`src/rtl/cpwm_pkg.sv`:
```
package cpwm_pkg;
  typedef enum logic {DIR_UP = 1'b0, DIR_DN = 1'b1} dir_e;
endpackage

```
`src/rtl/cpwm_chan.sv`:
```
module cpwm_chan
  import cpwm_pkg::*;
#(
  parameter int unsigned W = 8
) (
  input  logic         clk_i,
  input  logic         rst_ni,
  input  logic         tick_i,
  input  logic         en_i,
  input  logic [W-1:0] per_i,
  input  logic [W-1:0] dty_i,
  output logic [W-1:0] cnt_o,
  output logic [W-1:0] dty_o,
  output logic         live_o
);
  logic [W-1:0] cnt_q, per_q, dty_q;
  dir_e         dir_q;
  logic         at_top, per_zero;

  assign per_zero = (per_q == '0);
  assign at_top   = (cnt_q == per_q - W'(1));

  always_ff @(posedge clk_i or negedge rst_ni) begin
    if (!rst_ni) begin
      cnt_q <= '0;
      per_q <= '0;
      dty_q <= '0;
      dir_q <= DIR_UP;
    end else if (!en_i) begin
      cnt_q <= '0;
      dir_q <= DIR_UP;
      per_q <= per_i;
      dty_q <= dty_i;
    end else if (tick_i) begin
      if (per_zero) begin
        per_q <= per_i;
        dty_q <= dty_i;
      end else if (dir_q == DIR_UP) begin
        if (at_top) dir_q <= DIR_DN;   // top value is held for one extra tick
        else        cnt_q <= cnt_q + W'(1);
      end else if (cnt_q == '0) begin
        dir_q <= DIR_UP;               // period boundary: take new values
        per_q <= per_i;
        dty_q <= dty_i;
      end else begin
        cnt_q <= cnt_q - W'(1);
      end
    end
  end

  assign cnt_o  = cnt_q;
  assign dty_o  = dty_q;
  assign live_o = en_i && !per_zero;
endmodule

```
`src/rtl/cpwm_out.sv`:
```
module cpwm_out #(
  parameter int unsigned W = 8
) (
  input  logic         pol_i,
  input  logic         live_i,
  input  logic [W-1:0] cnt_i,
  input  logic [W-1:0] dty_i,
  output logic         pin_o
);
  logic below;
  assign below = (cnt_i < dty_i);

  always_comb begin
    if (!live_i) pin_o = ~pol_i;
    else         pin_o = pol_i ? below : ~below;
  end
endmodule

```
`src/rtl/cpwm_pair.sv`:
```
module cpwm_pair #(
  parameter int unsigned W = 8
) (
  input  logic           clk_i,
  input  logic           rst_ni,
  input  logic [1:0]     tick_i,
  input  logic [1:0]     en_i,
  input  logic [1:0]     pol_i,
  input  logic [2*W-1:0] per_i,
  input  logic [2*W-1:0] dty_i,
  input  logic           cat_i,
  output logic [1:0]     pin_o
);
  localparam int unsigned WW = 2 * W;

  logic [1:0] nar_pin;

  for (genvar g = 0; g < 2; g++) begin : g_nar
    logic [W-1:0] cnt, dty;
    logic         live;

    cpwm_chan #(.W(W)) u_chan (
      .clk_i  (clk_i),
      .rst_ni (rst_ni),
      .tick_i (tick_i[g]),
      .en_i   (en_i[g] && !cat_i),
      .per_i  (per_i[g*W +: W]),
      .dty_i  (dty_i[g*W +: W]),
      .cnt_o  (cnt),
      .dty_o  (dty),
      .live_o (live)
    );

    cpwm_out #(.W(W)) u_out (
      .pol_i  (pol_i[g]),
      .live_i (live),
      .cnt_i  (cnt),
      .dty_i  (dty),
      .pin_o  (nar_pin[g])
    );
  end

  // fused channel: even byte is the upper half, odd channel controls
  logic [WW-1:0] w_per, w_dty, w_cnt, w_dty_act;
  logic          w_live, w_pin;

  assign w_per = {per_i[W-1:0], per_i[WW-1:W]};
  assign w_dty = {dty_i[W-1:0], dty_i[WW-1:W]};

  cpwm_chan #(.W(WW)) u_wide (
    .clk_i  (clk_i),
    .rst_ni (rst_ni),
    .tick_i (tick_i[1]),
    .en_i   (en_i[1] && cat_i),
    .per_i  (w_per),
    .dty_i  (w_dty),
    .cnt_o  (w_cnt),
    .dty_o  (w_dty_act),
    .live_o (w_live)
  );

  cpwm_out #(.W(WW)) u_wide_out (
    .pol_i  (pol_i[1]),
    .live_i (w_live),
    .cnt_i  (w_cnt),
    .dty_i  (w_dty_act),
    .pin_o  (w_pin)
  );

  assign pin_o[0] = nar_pin[0];
  assign pin_o[1] = cat_i ? w_pin : nar_pin[1];
endmodule

```
`src/rtl/cpwm_bank.sv`:
```
module cpwm_bank #(
  parameter int unsigned NUM_PAIRS = 3,
  parameter int unsigned CH_W      = 8
) (
  input  logic                          clk_i,
  input  logic                          rst_ni,
  input  logic [2*NUM_PAIRS-1:0]        tick_i,
  input  logic [2*NUM_PAIRS-1:0]        en_i,
  input  logic [2*NUM_PAIRS-1:0]        pol_i,
  input  logic [2*NUM_PAIRS*CH_W-1:0]   per_i,
  input  logic [2*NUM_PAIRS*CH_W-1:0]   dty_i,
  input  logic [NUM_PAIRS-1:0]          cat_i,
  output logic [2*NUM_PAIRS-1:0]        pwm_o
);
  localparam int unsigned PW = 2 * CH_W;

  for (genvar k = 0; k < NUM_PAIRS; k++) begin : g_pair
    cpwm_pair #(.W(CH_W)) u_pair (
      .clk_i  (clk_i),
      .rst_ni (rst_ni),
      .tick_i (tick_i[2*k +: 2]),
      .en_i   (en_i[2*k +: 2]),
      .pol_i  (pol_i[2*k +: 2]),
      .per_i  (per_i[k*PW +: PW]),
      .dty_i  (dty_i[k*PW +: PW]),
      .cat_i  (cat_i[k]),
      .pin_o  (pwm_o[2*k +: 2])
    );
  end
endmodule

```
`config.mk`:
```
export PLATFORM = sky130hd
export DESIGN_NAME = cpwm_bank
export DESIGN_NICKNAME = d
export VERILOG_FILES = /design/src/rtl/cpwm_pkg.sv /design/src/rtl/cpwm_chan.sv /design/src/rtl/cpwm_out.sv /design/src/rtl/cpwm_pair.sv /design/src/rtl/cpwm_bank.sv
export SDC_FILE = /design/constraint.sdc
export NUM_CORES = 1
export LEC_CHECK = 0
export BUFFER_PORTS_ARGS = -buffer_cell sky130_fd_sc_hd__buf_2
export CORE_ASPECT_RATIO = 0.8
export CORE_MARGIN = 2
export CORE_UTILIZATION = 44
export CTS_BUF_LIST = sky130_fd_sc_hd__clkbuf_8 sky130_fd_sc_hd__clkbuf_16
export DETAILED_ROUTE_END_ITERATION = 8
export SYNTH_ARGS = -nofsm -noshare
export SYNTH_HDL_FRONTEND = slang
export SYNTH_SLANG_ARGS = --single-unit
```
`constraint.sdc`:
```
create_clock -name clk_i -period 2.7 [get_ports clk_i]
set_input_delay 0.27 -clock clk_i [delete_from_list [all_inputs] [get_ports clk_i]]
set_output_delay 0.27 -clock clk_i [all_outputs]
set_load 0.01 [all_outputs]
```
After elaboration in Yosys (flattened, before gate mapping)
Index checks and enable logic that the tools add are counted.
W data, S select, Z words.
{"block": "totals", "out_inout_bits": 6, "word_cells": 444, "input_bits": 119, "reg_bits": 297}
{"block": "classes", "n_eq_ne": 63, "order_cmp": 9, "reduce_logical": 75, "n_addsub": 27, "n_bitwise": 15, "mux": 219}
{"cell": "$mux W16", "count": 48}
{"cell": "$mux W8", "count": 96}
{"cell": "$logic_not A16 Y1", "count": 6}
{"cell": "$logic_not A8 Y1", "count": 12}
{"cell": "$sub A16 B1 Y16 const B", "count": 6}
{"cell": "$sub A8 B1 Y8 const B", "count": 12}
{"cell": "$mux W1", "count": 75}
{"cell": "$ne A3 B1 Y1 const B", "count": 18}
{"cell": "$ne A3 B3 Y1 const B", "count": 18}
{"cell": "$add A16 B1 Y16 const B", "count": 3}
{"cell": "$add A8 B1 Y8 const B", "count": 6}
{"cell": "$eq A16 B16 Y1", "count": 3}
{"cell": "$eq A8 B8 Y1", "count": 6}
{"cell": "$lt A16 B16 Y1", "count": 3}
{"cell": "$lt A8 B8 Y1", "count": 6}
{"cell": "$ne A2 B2 Y1 const B", "count": 18}
{"cell": "$reduce_and A4 Y1", "count": 9}
{"cell": "$reduce_and A3 Y1", "count": 9}
{"cell": "$logic_and A1 B1 Y1", "count": 18}
{"cell": "$reduce_and A2 Y1", "count": 9}
{"cell": "$not A1 Y1", "count": 15}
{"cell": "$logic_not A1 Y1", "count": 12}

Logic depth before layout (Yosys ltp)
Gate-level depths: netlist of the first run.
{"block": "logic_depth", "word_depth": 7, "depth_mapped": 13, "ltp_nobuf": 10}

By module
From an unflattened synthesis of the first run, not the netlist that was laid out.
{"block": "hier_totals", "cells_unflattened": 2199, "hier_area_um2": 21747.1}
{"mod": "cpwm_chan at g_pair[0].u_pair.g_nar[0].u_chan ...", "instances": 6, "cells_each": 155, "area_each_um2": 1601.5, "seq_area_each_um2": 625.6}
{"mod": "cpwm_chan at g_pair[1].u_pair.u_wide", "instances": 1, "cells_each": 337, "area_each_um2": 3296.9, "seq_area_each_um2": 1226.2}
{"mod": "cpwm_chan at g_pair[0].u_pair.u_wide", "instances": 1, "cells_each": 303, "area_each_um2": 3181.8, "seq_area_each_um2": 1226.2}
{"mod": "cpwm_chan at g_pair[2].u_pair.u_wide", "instances": 1, "cells_each": 293, "area_each_um2": 3114.2, "seq_area_each_um2": 1226.2}
{"mod": "cpwm_out at g_pair[0].u_pair.u_wide_out ...", "instances": 3, "cells_each": 57, "area_each_um2": 410.4, "seq_area_each_um2": 0.0}
{"mod": "cpwm_out at g_pair[0].u_pair.g_nar[0].u_out ...", "instances": 6, "cells_each": 25, "area_each_um2": 195.2, "seq_area_each_um2": 0.0}
{"mod": "cpwm_pair", "instances": 3, "cells_each": 5, "area_each_um2": 47.5, "seq_area_each_um2": 0.0}

Least setup slack after synthesis of the first run
Ideal clock, no wire load.
{"block": "synth_timing", "kind": "flip-flop to flip-flop", "from": "register g_pair[2].u_pair.u_wide.dir_q", "to": "register g_pair[2].u_pair.u_wide.cnt_q[15]", "n_path_buf": 0, "path_stages_with_launch": 10, "synth_period_minus_slack_ns": 2.912, "t_arrival_ns": 2.832, "path_slack_ns": -0.212, "setup_ns": 0.080, "t_required_ns": 2.620, "cell_sequence": "dfrtp_1 > ha_1 > a211oi_1 > o21ai_0 > a2111oi_0 > o31ai_1 > o41ai_1 > xor2_1 > or3_1 > a21oi_1"}
{"block": "synth_between", "elab_chain_cells": 4, "word_cells_on_any_way": 7, "cone_classes": "eq/ne (2); mux (4); reduce/logical (1)"}
{"element": "start: declaration", "line": "cpwm_chan.sv:17", "rtl": "dir_e dir_q;"}
{"element": "start signal: assignment", "line": "cpwm_chan.sv:28", "rtl": "dir_q <= DIR_UP;"}
{"element": "start signal: assignment", "line": "cpwm_chan.sv:31", "rtl": "dir_q <= DIR_UP;"}
{"element": "start signal: assignment", "line": "cpwm_chan.sv:39", "rtl": "if (at_top) dir_q <= DIR_DN;"}
{"element": "$mux W16", "line": "cpwm_chan.sv:38", "rtl": "end else if (dir_q == DIR_UP) begin"}
{"element": "$mux W16", "line": "cpwm_chan.sv:35", "rtl": "if (per_zero) begin"}
{"element": "$mux W16", "line": "cpwm_chan.sv:34", "rtl": "end else if (tick_i) begin"}
{"element": "$mux W16", "line": "cpwm_chan.sv:29", "rtl": "end else if (!en_i) begin"}
{"element": "end signal: assignment", "line": "cpwm_chan.sv:40", "rtl": "else cnt_q <= cnt_q + W'(1);"}
{"element": "end signal: assignment", "line": "cpwm_chan.sv:46", "rtl": "cnt_q <= cnt_q - W'(1);"}
{"element": "end: declaration", "line": "cpwm_chan.sv:16", "rtl": "logic [W-1:0] cnt_q, per_q, dty_q;"}
Parallel ways exist; a longest one is shown, timed or not. The select of a mux whose other input is x is not followed.
A chain may end at the register's enable or synchronous reset.

Worst setup path after layout of the first run
{"block": "layout_timing", "from": "register g_pair[1].u_pair.u_wide.per_q[1]", "to": "output port pwm_o[3]"}
{"block": "layout_between", "elab_chain_cells": 5}
{"element": "start: declaration", "line": "cpwm_chan.sv:16"}
{"element": "start signal: assignment", "line": "cpwm_chan.sv:32", "rtl": "per_q <= per_i;"}
{"element": "start signal: assignment", "line": "cpwm_chan.sv:36", "rtl": "per_q <= per_i;"}
{"element": "start signal: assignment", "line": "cpwm_chan.sv:43", "rtl": "per_q <= per_i;"}
{"element": "$logic_not A16 Y1", "line": "cpwm_chan.sv:20", "rtl": "assign per_zero = (per_q == '0);"}
{"element": "$logic_not A1 Y1", "line": "cpwm_chan.sv:53", "rtl": "assign live_o = en_i && !per_zero;"}
{"element": "$logic_and A1 B1 Y1", "line": "cpwm_chan.sv:53"}
{"element": "$mux W1", "line": "cpwm_out.sv:14", "rtl": "if (!live_i) pin_o = ~pol_i;"}
{"element": "$mux W1", "line": "cpwm_pair.sv:71", "rtl": "assign pin_o[1] = cat_i ? w_pin : nar_pin[1];"}
{"element": "end: declaration", "line": "cpwm_bank.sv:13", "rtl": "output logic [2*NUM_PAIRS-1:0] pwm_o"}
No other way between the ends.

==> results of run 1 <==
-- final cells by class --
class                           count  area share
Clock buffer                       43      0.0380
Inverter                          138      0.0195
Timing Repair Buffer              431       0.127
Tap cell                          612      0.0289
Clock inverter                     20     0.00693
Sequential cell                   297       0.280
Multi-Input combinational cell   1644       0.500
-- sequential cells by signal (all words and copies together), names as in the netlist --
| signal | count |
|---|---|
| g_pair.u_pair.g_nar.u_chan.dty_o | 48 |
| g_pair.u_pair.u_wide.dty_o | 48 |
| g_pair.u_pair.g_nar.u_chan.cnt_o | 48 |
| g_pair.u_pair.u_wide.per_q | 48 |
| g_pair.u_pair.g_nar.u_chan.dir_q | 6 |
| g_pair.u_pair.g_nar.u_chan.per_q | 48 |
| g_pair.u_pair.u_wide.dir_q | 3 |
| g_pair.u_pair.u_wide.cnt_o | 48 |
-- per-stage QoR --
stage	setup WS (ns)	TNS, ns	utilization	hold slack (ns)
2_1_floorplan	-0.0941	-0.600	-	-0.0256
3_3_place_gp	-0.148	-3.03	0.504	0.351
3_5_place_dp	-0.271	-7.77	0.504	0.349
4_1_cts	-0.348	-7.92	0.564	0.00131
5_1_grt	-0.496	-14.35	0.577	0.00853
6_report	-0.347	-7.12	0.577	0.0223
-- cell families (layout without fill, tap and decap cells) --
kind of cell	count (synthesis)	in the layout	synth area share
adder cells (fa/ha/maj)	187	187	0.117
buffers and inverters	198	632	0.0382
AND/OR/NAND/NOR	595	595	0.148
multiplexers	178	178	0.0955
flip-flops	297	297	0.361
XOR/XNOR	203	203	0.0863
AO/OA/AOI/OAI	476	481	0.155
-- worst max path at each step --
stage / from / endpoint / slack, ns / cells past startpoint
3_3_place_gp: g_pair[2].u_pair.u_wide.per_q[0] / g_pair[2].u_pair.u_wide.cnt_o[2] / -0.15 / 10
5_1_grt: g_pair[1].u_pair.u_wide.per_q[1] / pwm_o[3] / -0.50 / 10
6_report: g_pair[1].u_pair.u_wide.per_q[1] / pwm_o[3] / -0.35 / 10
2_1_floorplan: g_pair[1].u_pair.u_wide.per_q[0] / g_pair[1].u_pair.u_wide.cnt_o[12] / -0.09 / 13
4_1_cts: g_pair[1].u_pair.u_wide.per_q[0] / pwm_o[3] / -0.35 / 10
3_5_place_dp: g_pair[2].u_pair.u_wide.per_q[0] / g_pair[2].u_pair.u_wide.cnt_o[8] / -0.27 / 10
-- repair_timing --
item / in CTS / in global routing
setup buffers: 28 / 29
cloned: 10 / 1
pin swaps: 73 / 69
gates resized for setup: 94 / 117
hold endpoints to repair: 226 / 0
setup endpoints to repair: 86 / 82
hold buffers: 82 / 0
-- critical path: cells and delay by family (launching register included) --
| family | cells | cell delay (ns) |
|---|---|---|
| simple gates | 4 | 1.09 |
| xor+xnor | 1 | 0.15 |
| buf+inv | 2 | 0.21 |
| fa+ha+maj | 1 | 0.12 |
| compound gates | 2 | 0.26 |
| flops | 1 | 0.40 |
-- routing by layer --
metal | up-vias | wire (um)
met5 | - | 26
met3 | 90 | 2670
met1 | 8610 | 28600
li1 | 8566 | -
met2 | 384 | 25900
met4 | 4 | 1190
-- layout by cell type, fill, tap and decap left out, drive strengths merged, types with 8 or more instances in the layout --
cell and n:
a21oi 115, buf 348, nor2 119, o2111ai 10
nand2 169, a31oi 16, o21bai 21, dlygate4sd3 82
nand3 56, mux2 149, and2 12, nor4b 10
nand4b 8, inv 147, nand3b 11, o21ai 114
clkbuf 44, nor2b 12, o31ai 20, nand4 23
a21o 66, xor2 68, a2111oi 10, dfrtp 297
o211ai 11, mux2i 29, and3 11, or3 13
nor4 29, nor3 50, ha 178, or2 12
a211oi 25, nand2b 19, xnor2 135, or4 18
fa 9
-- power by group through the flow --
stage	clock [mW]	combinational, mW	sequential, mW
2_1_floorplan	0	1.09	4.98
3_3_place_gp	0	1.72	5.01
3_5_place_dp	0	1.77	5.02
4_1_cts	5.08	1.95	4.94
5_1_grt	5.28	2.23	4.99
6_report	4.97	2.02	4.95
==> results.toml, run 1 <==
[global_route]
grt_pass1_vias = 17600
grt_busiest_layer = "met2"
gr-usage-met2 = 0.364
grt_max_degree = 86
grt_util_met1 = 0.352
grt_util_met3 = 0.0356
antenna_found_initial = 3
grt.overflow.total = 0
grtUsageTotal = 0.239
grt_pass1_wl_um = 93500

[worst_setup_path]
r2r_setup_slack_ns = -0.25
critPathMaxStageDelay_ns = 0.50
cp_max_fo = 2
crit_path_start_kind = "flip-flop"
crit_arrival_ns = 2.78
path_class = "flip-flop to primary output"
slowest_stage = "or4b_4"
critPathRequiredTime_ns = 2.43
crit_chain = "inv_2 -> ha_4 -> or4b_4 -> nor3_4 -> nand4b_1 -> nand2_1 -> a21oi_2 -> a32oi_2 -> xor2_1 -> buf_2"
timing.rr.end = "g_pair[0].u_pair.u_wide.cnt_o[8]"
end_kind = "primary output"
timing.rr.start = "g_pair[0].u_pair.u_wide.per_q[1]"
reg2regPathDepth = 10

[pwr]
p_leak_nw = 12.6
vdd_drop_max_v = 0.000438
comb_power_share = 0.169
pwr-share-clk = 0.416
p_sw_frac = 0.277
p_switching_mw = 3.31
power.density_nw_per_um2 = 450
p_int_mw = 8.64
design_power_total_mw = 11.9
pwr-share-seq = 0.414

[min_path]
holdPathStages = 2
min_from = "per_i[23]"
hold_path.class = "primary input to flip-flop"
min_to = "g_pair[1].u_pair.u_wide.per_q[15]"

[logic_synthesis]
synth.distinct_cells = 86
post-synth-top-count-cell = "dfrtp_1"
synth_area_leader_cell = "dfrtp_1"
synth_nets = 2440
synth_common_cells = "dfrtp_1, ha_1, nand2_1"
synth_edf_count = 0
synth_top_area_frac = 0.361
yosys_most_used_dff = "dfrtp_1"
yosysSeqAreaShare = 0.361
ys_ff_latch = 297
synth_area_um2 = 20600
synth_area_leaders = "dfrtp_1, ha_1, mux2_2"
syn_inst = 2134
synth_warnings = 0
async_reset_ff_frac = 1.00
syn_avg_cell_area_um2 = 9.66

[cells_and_area]
nets = 2854
seq_area_um2 = 7440
fillers = 3929
area_delta_synth_final_pct = 28.7
fin_area_um2 = 26500
antenna_cells = 0
multi_input_area_um2 = 13300
stdcell_count = 3185
drive_gt1_frac = 0.285

[cts]
worstSkewPairLatency_ns = 0.55
cts_tree = "done"
cts_buffers = 36
clk_pin_slew_ns = 0.06
htreeDepth = 2
clk_path_buf_depth = 3
clockRootBuffer = "clkbuf_16"
cts_sinks = 297

[floorplanning]
fp.dieArea_um2 = 48600
rows = 70
floorplan.initialDensity = 0.448
coreArea_um2 = 46000
die_x_um = 246
die_y_um = 198
pin_count = 125

[sta]
min_period_ns = 3.05
finalHoldViolCount = 0
worst_slack_ns = -0.347
max_freq_mhz = 328
slew_violations = 0
skew_ns = 0.0176
relSlewSlack = 0.428
worstMarginPinSlew_ns = 0.857
setup_viol = 44
timing.final.crit_share = 1.13
rsz0062_at_grt = "true"

[outcome]
run_status = "finished with violations"
violations = "negative setup slack"

[routing]
first_pass_iters = 5
wl_per_cell_um = 18.3
num_vias = 17700
drc = 0
wl_um = 58400
viasPerCell = 5.54
drtIter0Drc = 1124
ant_nets = 0

[placed_design]
dp_cells = 2985
dp_hpwl_um = 41600
portBuffers = 124
gp_congestion = 0.875
post_dp_cell_area_um2 = 23200

[run]
maxCapViolations = 0
Power figures use the tool's default switching activity.
==> run 2, diff against run 1 <==
- clock period: 2.7 -> 3.2 ns (I/O delays scaled with it)
==> run 2 against run 1 <==
Net effect: the run now ends clean; non-clock buffer count shrank 228; via count fell by 6.3%; setup slack gained 0.48 ns; register-to-register slack better by 0.42 ns; utilization is 5.9 points lower; critical path type unchanged; largest cell class unchanged; highest routed layer is now met4.
==> results.toml, run 2 (synthesized netlist as in run 1, its figures left out) <==
[floorplanning]
die_y_um = 198
pin_count = 125
die_x_um = 246
fp.dieArea_um2 = 48600
coreArea_um2 = 46000
rows = 70
floorplan.initialDensity = 0.448

[worst_setup_path]
end_kind = "primary output"
path_class = "flip-flop to primary output"
slowest_stage = "dfrtp_2"
r2r_setup_slack_ns = 0.17
crit_arrival_ns = 2.74
critPathMaxStageDelay_ns = 0.47
cp_max_fo = 5
crit_path_frequent_cell = "a21o_1"
critPathRequiredTime_ns = 2.88
crit_chain = "ha_1 -> a21o_1 -> a21o_1 -> a21oi_2 -> nor3b_2 -> o211ai_1 -> nand4b_1 -> nor2b_2 -> xnor2_1 -> buf_2"
crit_path_start_kind = "flip-flop"

[sta]
min_period_ns = 3.06
slew_violations = 0
timing.final.crit_share = 0.958
relSlewSlack = 0.263
setup_viol = 0
worst_slack_ns = 0.136
worstMarginPinSlew_ns = 1.10
finalHoldViolCount = 0
skew_ns = 0.0180
max_freq_mhz = 326

[pwr]
design_power_total_mw = 9.72
power.density_nw_per_um2 = 408
p_leak_nw = 11.3
vdd_drop_max_v = 0.000349

[global_route]
grtUsageTotal = 0.212
grt_pass1_wl_um = 84400
grt_pass1_vias = 16500
grt_max_degree = 73
antenna_found_initial = 0
grt.overflow.total = 0

[routing]
wl_per_cell_um = 17.2
viasPerCell = 5.61
drc = 0
first_pass_iters = 5
num_vias = 16500
drtIter0Drc = 952
wl_um = 50800
ant_nets = 0

[placed_design]
dp_hpwl_um = 37400
pre_cts_ws_ns = 0.00236
portBuffers = 124
dp_cells = 2852
gp_congestion = 0.868

[cells_and_area]
antenna_cells = 0
most-common-layout-cells = "dfrtp_1, ha_1, nand2_1"
nets = 2621
drive_gt1_frac = 0.187
stdcell_count = 2950
area_delta_synth_final_pct = 15.6
layout_commonest_cell = "dfrtp_1"

[min_path]
hold_path.class = "primary input to flip-flop"

[cts]
clockRootBuffer = "clkbuf_16"
cts_sinks = 297
clk_pin_slew_ns = 0.06
cts_tree = "done"
cts_buffers = 36
worstSkewPairLatency_ns = 0.55
clk_path_buf_depth = 3
htreeDepth = 2

[outcome]
run_status = "finished, final reports clean"

[run]
maxCapViolations = 0
## run 2: changes by cell type in the layout (fill, tap and decap cells not counted), sizes merged, moves of 2 or more
cell,previous run,this run
inv,147,145
clkbuf,44,41
clkinvlp,3,1
a21oi,115,111
clkinv,5,9
buf,348,170
dlygate4sd3,82,33
## run 2: repair_timing
item	4_1_cts	5_1_grt
pin swaps	2	7
gates resized for setup	11	22
hold buffers	33	0
endpoints found under the hold margin	105	0
endpoints found under the setup margin	6	38
setup buffers	2	2
## run 2: cell type report
class,count,area [um2]
clock buffers,41,981
clock inverters,20,189
fillers,4208,22200
inverters,138,518
multi-input cells,1639,12600
flip-flops and latches,297,7440
well taps,612,766
repair buffers,203,1370
## run 2: routing by layer
metal / up-vias / part of all wire / global-route usage
met5: - / 0 / 0
met4: 0 / 0.017 / 0.0530
met3: 64 / 0.052 / 0.0323
met2: 336 / 0.44 / 0.329
met1: 8050 / 0.49 / 0.307
li1: 8093 / - / -
## run 2: path summary, 6_finish.rpt
check,start,to,cells past startpoint
hold / removal,dty_i[36],g_pair[2].u_pair.g_nar[0].u_chan.dty_o[4],3
hold reg to reg,g_pair[0].u_pair.u_wide.dty_o[7],g_pair[0].u_pair.u_wide.dty_o[7],1
min in group asynchronous,rst_ni,g_pair[2].u_pair.g_nar[1].u_chan.cnt_o[7],2
setup reg to reg,g_pair[1].u_pair.u_wide.per_q[1],g_pair[1].u_pair.u_wide.cnt_o[1],12
max in group asynchronous,rst_ni,g_pair[0].u_pair.g_nar[1].u_chan.cnt_o[6],3
setup / recovery,g_pair[2].u_pair.u_wide.cnt_o[9],pwm_o[5],10
## run 2: worst max-delay path: cells and delay by family (launching register included)
family,cells,cell delay (ns)
AND/OR/NAND/NOR,3,0.48
buffers and inverters,1,0.14
XOR/XNOR,1,0.12
AO/OA/AOI/OAI,4,0.67
adder cells (fa/ha/maj),1,0.34
flip-flops,1,0.47
## run 2: power breakdown
part / switching, mW / internal, mW
clock: 1.68 / 2.44
sequential: 0.245 / 3.98
combinational: 0.726 / 0.645
## run 2: through the flow
step           setup TNS, ns   util  instance area [um2]  hold slack [ns]
6_report                   0  0.518                23800           0.0277
5_1_grt              -0.0276  0.518                23800          0.00774
4_1_cts                    0  0.516                23700         0.000487
3_5_place_dp               0  0.482                22100            0.355
3_3_place_gp               0  0.482                22100            0.345
2_1_floorplan              0      -                20600           0.0244
